===== src/rtl/serial_irq_prioritizer.sv =====
module serial_irq_prioritizer #(
  parameter int SRC_N = 4,
  parameter int ID_W  = 8
) (
  input  logic             clk,
  input  logic             rst_n,
  input  logic [SRC_N-1:0] src_flag,
  input  logic [SRC_N-1:0] src_en,
  input  logic             irq_gate,
  input  logic             rbr_rd,
  input  logic             thr_wr,
  input  logic             iid_rd,
  input  logic             lsr_rd,
  input  logic             msr_rd,
  output logic             irq,
  output logic [ID_W-1:0]  iid
);
  localparam int RDA = 0;
  localparam int TXE = 1;
  localparam int LER = 2;
  localparam int MDM = 3;
  localparam int CODE_W = 3;

  logic [SRC_N-1:0] flag_q, pend_q, rise, live, clr;
  logic [CODE_W-1:0] code;
  logic              any;

  assign rise = src_flag & ~flag_q;
  assign live = pend_q & src_en;
  assign any  = |live;

  always_comb begin
    if (live[LER])      code = 3'b011;
    else if (live[RDA]) code = 3'b010;
    else if (live[TXE]) code = 3'b001;
    else                code = 3'b000;
  end

  always_comb begin
    clr      = '0;
    clr[RDA] = rbr_rd;
    clr[TXE] = thr_wr | (iid_rd & any & (code == 3'b001));
    clr[LER] = lsr_rd;
    clr[MDM] = msr_rd;
  end

  always_ff @(posedge clk or negedge rst_n) begin
    if (!rst_n) begin
      flag_q <= '0;
      pend_q <= '0;
    end else begin
      flag_q <= src_flag;
      pend_q <= (pend_q & ~clr) | rise;
    end
  end

  assign irq = any & irq_gate;
  assign iid = {{(ID_W-CODE_W-1){1'b0}}, code, ~any};

  p_reset_quiet_r1: assert property (@(posedge clk) disable iff (!rst_n)
    $rose(rst_n) |-> (iid == 8'h01 && !irq));

  p_edge_records_r2: assert property (@(posedge clk) disable iff (!rst_n)
    rise[LER] |=> pend_q[LER]);

  p_disabled_hidden_r3: assert property (@(posedge clk) disable iff (!rst_n)
    (src_en == '0) |-> (iid == 8'h01 && !irq));

  p_irq_means_id_r4: assert property (@(posedge clk) disable iff (!rst_n)
    irq |-> (!iid[0] && iid[7:4] == 4'h0));

  p_line_err_top_r5: assert property (@(posedge clk) disable iff (!rst_n)
    (pend_q[LER] && src_en[LER]) |-> (iid[3:0] == 4'b0110));

  p_gate_masks_r6: assert property (@(posedge clk) disable iff (!rst_n)
    !irq_gate |-> !irq);

  p_lsr_clears_r7: assert property (@(posedge clk) disable iff (!rst_n)
    (lsr_rd && !rise[LER]) |=> !pend_q[LER]);

  p_msr_clears_r8: assert property (@(posedge clk) disable iff (!rst_n)
    (msr_rd && !rise[MDM]) |=> !pend_q[MDM]);

  p_iid_rd_keeps_txe_r9: assert property (@(posedge clk) disable iff (!rst_n)
    (iid_rd && iid[3:0] != 4'b0010 && !thr_wr && !rise[TXE])
      |=> (pend_q[TXE] == $past(pend_q[TXE])));

  p_set_beats_clear_r10: assert property (@(posedge clk) disable iff (!rst_n)
    (rise[RDA] && rbr_rd) |=> pend_q[RDA]);
endmodule


===== config.mk =====
export PLATFORM = sky130hd
export DESIGN_NAME = serial_irq_prioritizer
export DESIGN_NICKNAME = d
export VERILOG_FILES = /design/src/rtl/serial_irq_prioritizer.sv
export SDC_FILE = /design/constraint.sdc
export NUM_CORES = 1
export LEC_CHECK = 0
export ABC_AREA = 1
export BUFFER_PORTS_ARGS = -buffer_cell sky130_fd_sc_hd__buf_2
export CAP_MARGIN = 25
export CORE_AREA = 5 5 42 44
export CTS_BUF_LIST = sky130_fd_sc_hd__clkbuf_16
export DETAILED_ROUTE_END_ITERATION = 6
export DIE_AREA = 0 0 47 49
export HOLD_SLACK_MARGIN = 0.03
export PLACE_DENSITY = 0.61
export SYNTH_ARGS = -nofsm -noshare
export SYNTH_HDL_FRONTEND = slang
export SYNTH_SLANG_ARGS = --single-unit

===== constraint.sdc =====
create_clock -name clk -period 0.9 [get_ports clk]
set_input_delay 0.18 -clock clk [delete_from_list [all_inputs] [get_ports clk]]
set_output_delay 0.18 -clock clk [all_outputs]
set_load 0.03 [all_outputs]

==> metrics.csv, run 1 <==
metric;value;unit
drtPass1Iterations;2;
synthTopCellsByArea;dfrtp_1, buf_4, inv_1, nand2_1, o22ai_1;
detail_route.wl_per_cell;9.43;um
min_to;flag_q[2];
grt_start_max_net_pins;9;
coreArea;1400;um2
min_path_cells;1;
fin_crit;1.25;ns
drtIter0Drc;2;
nets;85;
cp_slowest_cell;dfrtp_1;
syn-cell-area;377;um2
crit_fanout;3;
area_growth;62.8;%
numCtsBuffers;3;
hpwlAfterDp;618;um
yosysSeqAreaShare;53.2;%
cts.path.max_buffers;2;
hold_viol;0;
grt_pass1_wl;1150;um
start_util;26.9;%
drc;0;
critPathCaptureType;primary output;
finalWeightedCongestion;0.668;
status;finished, violations left;
hp-class;in -> reg;
cts_root_buffer;clkbuf_16;
rsz0062_at_grt;true;
setup_violations;4;
ant_nets;0;
die_x;47;um
port-buffer-count;19;
grt_pass1_vias;311;
synth_cells;41;
max_stage_delay;0.39;ns
vias;314;
fin_util;43.8;%
synth_top_area_share;53.2;%
dieArea;2300;um2
min_period_over_period;139;%
ir_drop;1220;uV
worst_ep_arrival_time;1.07;ns
place_inst;77;
viasPerCell;3.78;
synth_cell_types;13;
antenna_found_initial;0;
num_rows;14;
r2r_start;pend_q[2];
track_usage;6.96;%
htreeDepth;1;
drv_slew;0;
worst_slack;-0.351;ns
cts_sinks;8;
io_pins;25;
leakagePower;0.344;nW
cp.required;0.72;ns
drive_above_1_share;47.8;%
overflow;0;
diodes;0;
drt_wl_total;783;um
hold_path_startpoint;src_flag[2];
fin_skew;0.00216;ns
crit_chain;nand2_2 -> nand2_4 -> nor2_4 -> buf_4;
die_h;49;um
path_class;reg -> out;
clock_latency;0.23;ns
ys_seq_elements;8;
maxCapViolations;0;
startpoint_type;register;
path_clk_slew;0.04;ns
cts_tree;built;
p_per_area;2260;nW/um2
worstRegToRegCells;4;
failed_checks;setup timing;
instances_no_fill;83;
r2r_slack;0.03;ns
post_synth.cell_area_avg;9.19;um2
r2r-end;pend_q[1];
fmax;0.800;GHz
synth_warnings;0;
power;1.39;mW
synth_top_cell_by_area;dfrtp_1;
-- repair_timing --
item	4_1_cts	5_1_grt
resized for setup	5	4
pin swaps	1	0
setup endpoints to repair	4	5
hold endpoints to repair	8	0
buffers inserted	1	1
hold buffers	1	0
-- state kept, by name (all words and copies together) (netlist names) --
| signal | cells |
|---|---|
| pend_q | 4 |
| flag_q | 4 |
-- metrics by stage --
stage	hold slack (ns)	setup slack (ns)	cell area (um2)	setup TNS, ns
2_1_floorplan	-0.116	-0.177	397	-0.267
3_3_place_gp	0.0266	-0.132	489	-0.307
3_5_place_dp	0.0312	-0.147	489	-0.353
4_1_cts	0.0655	-0.350	597	-1.25
5_1_grt	0.0716	-0.394	613	-1.50
6_report	0.0695	-0.351	613	-1.31
-- how the worst max path moves through the flow --
stage	end	depth (start not counted)	startpoint
4_1_cts	iid[0]	4	pend_q[2]
3_3_place_gp	iid[0]	4	pend_q[3]
2_1_floorplan	irq	4	pend_q[2]
5_1_grt	iid[0]	4	pend_q[2]
6_report	iid[0]	4	pend_q[2]
3_5_place_dp	iid[0]	4	pend_q[2]
-- placed cells by master, fill, tap and decap left out, drive strengths merged --
cell / netlist / layout
buf: 5 / 23
clkbuf: 0 / 3
conb: 1 / 5
dfrtp: 8 / 8
dlygate4sd3: 0 / 1
inv: 9 / 9
nand2: 9 / 9
nand3: 2 / 2
nor2: 3 / 3
o21ai: 1 / 1
o22ai: 3 / 3
-- worst max-delay path, delay by kind of cell, from the launching register on --
| kind | cells | cell delay, ns |
|---|---|---|
| flip-flops | 1 | 0.39 |
| AND/OR/NAND/NOR | 3 | 0.28 |
| buffers and inverters | 1 | 0.17 |
-- cell usage after synthesis (all sizes together) --
cell type and number:
inv 9, nand2 9, dfrtp 8, buf 5, nor2 3, o22ai 3, nand3 2, conb 1
o21ai 1
-- cell type report --
class	instances	area, um2
Inverter	9	33.8
Multi-Input combinational cell	23	128
Sequential cell	8	200
Timing Repair Buffer	24	156
Clock buffer	3	75.1
Fill cell	143	788
Tap cell	16	20.0
-- kinds of logic (layout without fill, tap and decap cells) --
family          count (synthesis)  after routing  synth area share (%)
simple gates                   14             14                  20.6
buf+inv                        14             36                  18.9
flops                           8              8                  53.2
compound gates                  4              4                  6.31
other cells                     1              5                 0.996
-- routing by layer --
metal  part of all wire [%]  up-vias  wire (um)  track usage [%]
li1                       -      164          -                -
met1                     41      132        319             8.80
met2                     45       18        354             9.28
met3                     14        0        109             2.21
met4                      0        0          0             5.53
met5                      0        -          0                0
-- where the power goes --
group	switching, mW	internal (mW)	total [mW]
logic	0.146	0.107	0.253
clock network	0.164	0.572	0.736
registers	0.0121	0.387	0.399
Power figures use the tool's default switching activity.
==> inputs of run 2 (changes only) <==
--- a/config.mk
+++ b/config.mk
@@ -13,7 +13,7 @@
 export DETAILED_ROUTE_END_ITERATION = 6
 export DIE_AREA = 0 0 47 49
 export HOLD_SLACK_MARGIN = 0.03
-export PLACE_DENSITY = 0.61
+export PLACE_DENSITY_LB_ADDON = 0.12
 export SYNTH_ARGS = -nofsm -noshare
 export SYNTH_HDL_FRONTEND = slang
 export SYNTH_SLANG_ARGS = --single-unit
==> metrics.csv, run 2 (synthesized netlist as in run 1, its figures left out) <==
metric;value;unit
grt_pass1_vias;299;
min_period_over_period;137;%
ir_drop;1380;uV
drc;0;
io_pins;25;
crit_top_cell;nor2_4;
track_usage;7.03;%
cts.path.max_buffers;2;
grt_pass1_wl;1110;um
power;1.42;mW
worst_ep_arrival_time;1.05;ns
detail_route.wl_per_cell;8.72;um
start_util;26.9;%
path_class;reg -> out;
fin_skew;0.000208;ns
failed_checks;setup timing;
r2r_start;pend_q[2];
cp_slowest_cell;dfrtp_1;
crit_start;pend_q[2];
overflow;0;
drt_wl_total;750;um
reg.largest.list;flag_q: 4 flops, pend_q: 4 flops;
worst_slack;-0.330;ns
drtIter0Drc;2;
max_stage_delay;0.37;ns
status;finished, violations left;
maxCapViolations;0;
nets;88;
layout_common_cells;buf_2, inv_1, dfrtp_1;
drive_above_1_share;51.4;%
numCtsBuffers;3;
antenna_found_initial;0;
die_h;49;um
cts_root_buffer;clkbuf_16;
grt_start_max_net_pins;9;
coreArea;1400;um2
crit_family;flip-flops;
hold_path_startpoint;src_flag[0];
fmax;0.813;GHz
port-buffer-count;19;
setup_violations;5;
hp-class;in -> reg;
hold_viol;0;
hpwlAfterDp;573;um
cp.required;0.72;ns
die_x;47;um
cts_tree;built;
p_per_area;2170;nW/um2
ant_nets;0;
startpoint_type;register;
vias;325;
clock_latency;0.23;ns
crit_chain;nand2_2 -> nand2_4 -> nor2_4 -> nor2_4 -> buf_6;
dieArea;2300;um2
area_growth;73.8;%
num_rows;14;
rsz0062_at_grt;true;
finalWeightedCongestion;0.706;
finalSetupTns;-1.34;ns
path_clk_slew;0.04;ns
diodes;0;
crit_buf_inv;1;
drtPass1Iterations;2;
drv_slew;0;
crit_fanout;2;
critPathCaptureType;primary output;
cts_sinks;8;
htreeDepth;1;
viasPerCell;3.78;
leakagePower;0.364;nW
fin_crit;1.23;ns
final_common_cell;buf_2;
-- run 2: final timing paths --
kind                        endpoint  slack, ns  depth (start not counted)
min reg2reg                pend_q[2]       0.41                          1
max reg2reg                pend_q[1]      -0.15                          6
max                              irq      -0.33                          5
max in group asynchronous  pend_q[2]       0.42                          2
min                        flag_q[0]       0.07                          1
min in group asynchronous  flag_q[3]       0.32                          2
-- run 2: layout make-up --
cell class / count / area (um2)
Multi-Input combinational cell: 23 / 131
Inverter: 9 / 33.8
Timing Repair Buffer: 27 / 194
Fill cell: 142 / 747
Clock buffer: 3 / 75.1
Tap cell: 16 / 20.0
Sequential cell: 8 / 200
-- run 2: power breakdown --
group | switching [mW] | internal [mW]
registers | 0.0116 | 0.387
clock network | 0.163 | 0.572
logic | 0.153 | 0.135
total | 0.328 | 1.09
-- run 2: worst register-to-register path, cell delays in order, from the launching register on --
cell and delay [ns]:
dfrtp_1 0.37, nand2_2 0.10, nand2_4 0.06, buf_6 0.12, buf_6 0.10, o21ai_2 0.12, nand2_1 0.06
-- run 2: per-stage QoR --
step | util [%] | std cells | instance area, um2 | setup slack (ns) | hold slack, ns
6_report | 46.7 | 86 | 654 | -0.330 | 0.0705
4_1_cts | 45.2 | 85 | 633 | -0.351 | 0.0683
2_1_floorplan | - | 45 | 397 | -0.177 | -0.116
3_5_place_dp | 34.9 | 77 | 489 | -0.142 | 0.0264
3_3_place_gp | 34.9 | 77 | 489 | -0.133 | 0.0320
5_1_grt | 46.7 | 86 | 654 | -0.387 | 0.0725
-- run 2: repair_timing --
item                                    4_1_cts  5_1_grt
setup buffers                                 4        1
gates cloned                                  0        0
hold buffers                                  1        0
endpoints found under the setup margin        4        5
endpoints found under the hold margin         8        0
pin swaps                                     4        6
gates resized for setup                       9        4
-- run 2: metal layers --
metal / vias to the layer above / share of wire, % / global-route usage, % / routed length, um
met5: - / 0 / 0 / 0
met4: 0 / 2.9 / 6.91 / 22
met3: 2 / 15 / 2.58 / 114
met2: 19 / 46 / 10.2 / 347
met1: 133 / 35 / 7.22 / 266
li1: 171 / - / - / -
==> inputs of run 3 (changes only) <==
--- a/config.mk
+++ b/config.mk
@@ -5,7 +5,6 @@
 export SDC_FILE = /design/constraint.sdc
 export NUM_CORES = 1
 export LEC_CHECK = 0
-export ABC_AREA = 1
 export BUFFER_PORTS_ARGS = -buffer_cell sky130_fd_sc_hd__buf_2
 export CAP_MARGIN = 25
 export CORE_AREA = 5 5 42 44
==> metrics.csv, run 3 <==
metric;value;unit
reg.largest.list;flag_q: 4 flops, pend_q: 4 flops;
synth-main-ff-cell;dfrtp_1;
hold_viol;0;
top_usage_layer;met1;
die_x;47;um
dp_slack;-0.395;ns
synth_top_area_share;53.7;%
crit_fanout;2;
fmax;0.667;GHz
drv_slew;0;
setup_violations;5;
leakagePower;0.336;nW
synth_cells;33;
synth_top_cell_by_area;dfrtp_1;
rsz0062_at_grt;true;
diodes;0;
cts.path.max_buffers;2;
startpoint_type;register;
path_clk_slew;0.04;ns
ir_drop;1500;uV
nets;78;
port-buffer-count;19;
area_growth;67.1;%
p_sw_share;22.4;%
viasPerCell;3.97;
numCtsBuffers;3;
use_met3;2.58;%
status;finished, violations left;
critPathCaptureType;primary output;
cp_slowest_cell;dfrtp_1;
ant_nets;0;
final_common_cell;buf_2;
use_met1;10.4;%
worst_ep_arrival_time;1.32;ns
coreArea;1400;um2
cts_sinks;8;
post_synth.cell_area_avg;11.3;um2
detail_route.wl_per_cell;10.3;um
antenna_found_initial;0;
p_seq_share;28.8;%
cell_internal_pwr;1.09;mW
htreeDepth;1;
grt_pass1_wl;1250;um
power_switching;0.315;mW
fin_util;44.5;%
die_h;49;um
start_util;26.6;%
grt_start_max_net_pins;9;
comb_power_share;19.3;%
layout_common_cells;buf_2, dfrtp_1, inv_1;
clkPwrFrac;51.9;%
synthTopCellsByArea;dfrtp_1, buf_4, a221oi_4, inv_1, o22ai_1;
max_stage_delay;0.38;ns
fin_crit;1.50;ns
drc;0;
min_period_over_period;167;%
synth_warnings;0;
io_pins;25;
hp-class;in -> reg;
cts_root_buffer;clkbuf_16;
num_rows;14;
drive_above_1_share;53.3;%
cts_tree;built;
track_usage;7.68;%
async_flop_share;100;%
crit_chain;a22o_4 -> a221oi_4 -> buf_4;
grt_pass1_vias;322;
worst_slack;-0.599;ns
yosysSeqAreaShare;53.7;%
place_area;502;um2
cp.required;0.72;ns
path_class;reg -> out;
drtPass1Iterations;4;
yosysMostFrequentCell;dfrtp_1;
place_inst;71;
overflow;0;
synth_cell_types;12;
dieArea;2300;um2
clock_latency;0.23;ns
vias;302;
synth_common_cells;dfrtp_1, inv_1, buf_4;
failed_checks;setup timing;
ys_seq_elements;8;
synth_edf_count;0;
finalWeightedCongestion;0.646;
maxCapViolations;0;
met2_usage;9.73;%
syn-cell-area;373;um2
p_per_area;2250;nW/um2
drt_wl_total;782;um
holdWs;0.0706;ns
instances_no_fill;76;
drtIter0Drc;1;
final_cell_area;623;um2
fin_skew;0.00149;ns
hpwlAfterDp;656;um
[run 3: cell types whose count changed in the layout (fill, tap and decap cells not counted), sizes merged, moves of 2 or more]
cell and delta:
buf -2, inv -2, nand2 -7, nand3 -2, nor2 -3, nor2b +2
[run 3: final timing paths]
path | start | endpoint | slack [ns] | depth (start not counted)
worst max-delay path | pend_q[0] | iid[0] | -0.60 | 3
worst min-delay path | src_flag[1] | flag_q[1] | 0.07 | 1
worst max register to register | pend_q[0] | pend_q[1] | -0.26 | 5
max in group asynchronous | rst_n | pend_q[3] | 0.41 | 2
min in group asynchronous | rst_n | flag_q[2] | 0.33 | 2
worst min register to register | flag_q[1] | pend_q[1] | 0.41 | 1
[run 3: power groups by stage]
stage | clock network [mW] | logic [mW] | registers (mW)
floorplan | 0 | 0.152 | 0.408
global placement | 0 | 0.233 | 0.409
detailed placement | 0 | 0.234 | 0.409
CTS | 0.744 | 0.274 | 0.404
global route | 0.779 | 0.293 | 0.406
finish | 0.729 | 0.271 | 0.404
[run 3: through the flow]
| stage | setup TNS (ns) | power (mW) |
|---|---|---|
| detailed placement | -1.40 | 0.643 |
| floorplan | -0.984 | 0.560 |
| global placement | -1.38 | 0.641 |
| global route | -2.66 | 1.48 |
| CTS | -2.43 | 1.42 |
| finish | -2.39 | 1.40 |
[run 3: what timing repair did]
item | in CTS | in global routing
setup endpoints to repair | 5 | 5
gates resized for setup | 9 | 0
hold buffers | 1 | 0
hold endpoints to repair | 8 | 0
pin swaps | 1 | 0
buffers inserted | 1 | 0
[run 3: cells by family after synthesis]
family	synth area share, %
DFF	53.7
other	1.01
buffers and inverters	17.1
AOI/OAI and AO/OA	22.2
and+or+nand+nor	6.04
[run 3: final cells by class]
| cell class | count | area [um2] |
|---|---|---|
| Tap cell | 16 | 20.0 |
| Timing Repair Buffer | 25 | 168 |
| Multi-Input combinational cell | 17 | 134 |
| Inverter | 7 | 26.3 |
| Fill cell | 137 | 778 |
| Sequential cell | 8 | 200 |
| Clock buffer | 3 | 75.1 |
[run 3: worst max-delay path: cells and delay by family, from the launching register on]
kind,cells,cell delay (ns)
DFF,1,0.38
AOI/OAI and AO/OA,2,0.50
buffers and inverters,1,0.22
[run 3: per-layer routing]
metal / vias up / share of wire (%)
li1: 154 / -
met1: 126 / 44
met2: 22 / 40
met3: 0 / 15
met4: 0 / 0
met5: - / 0
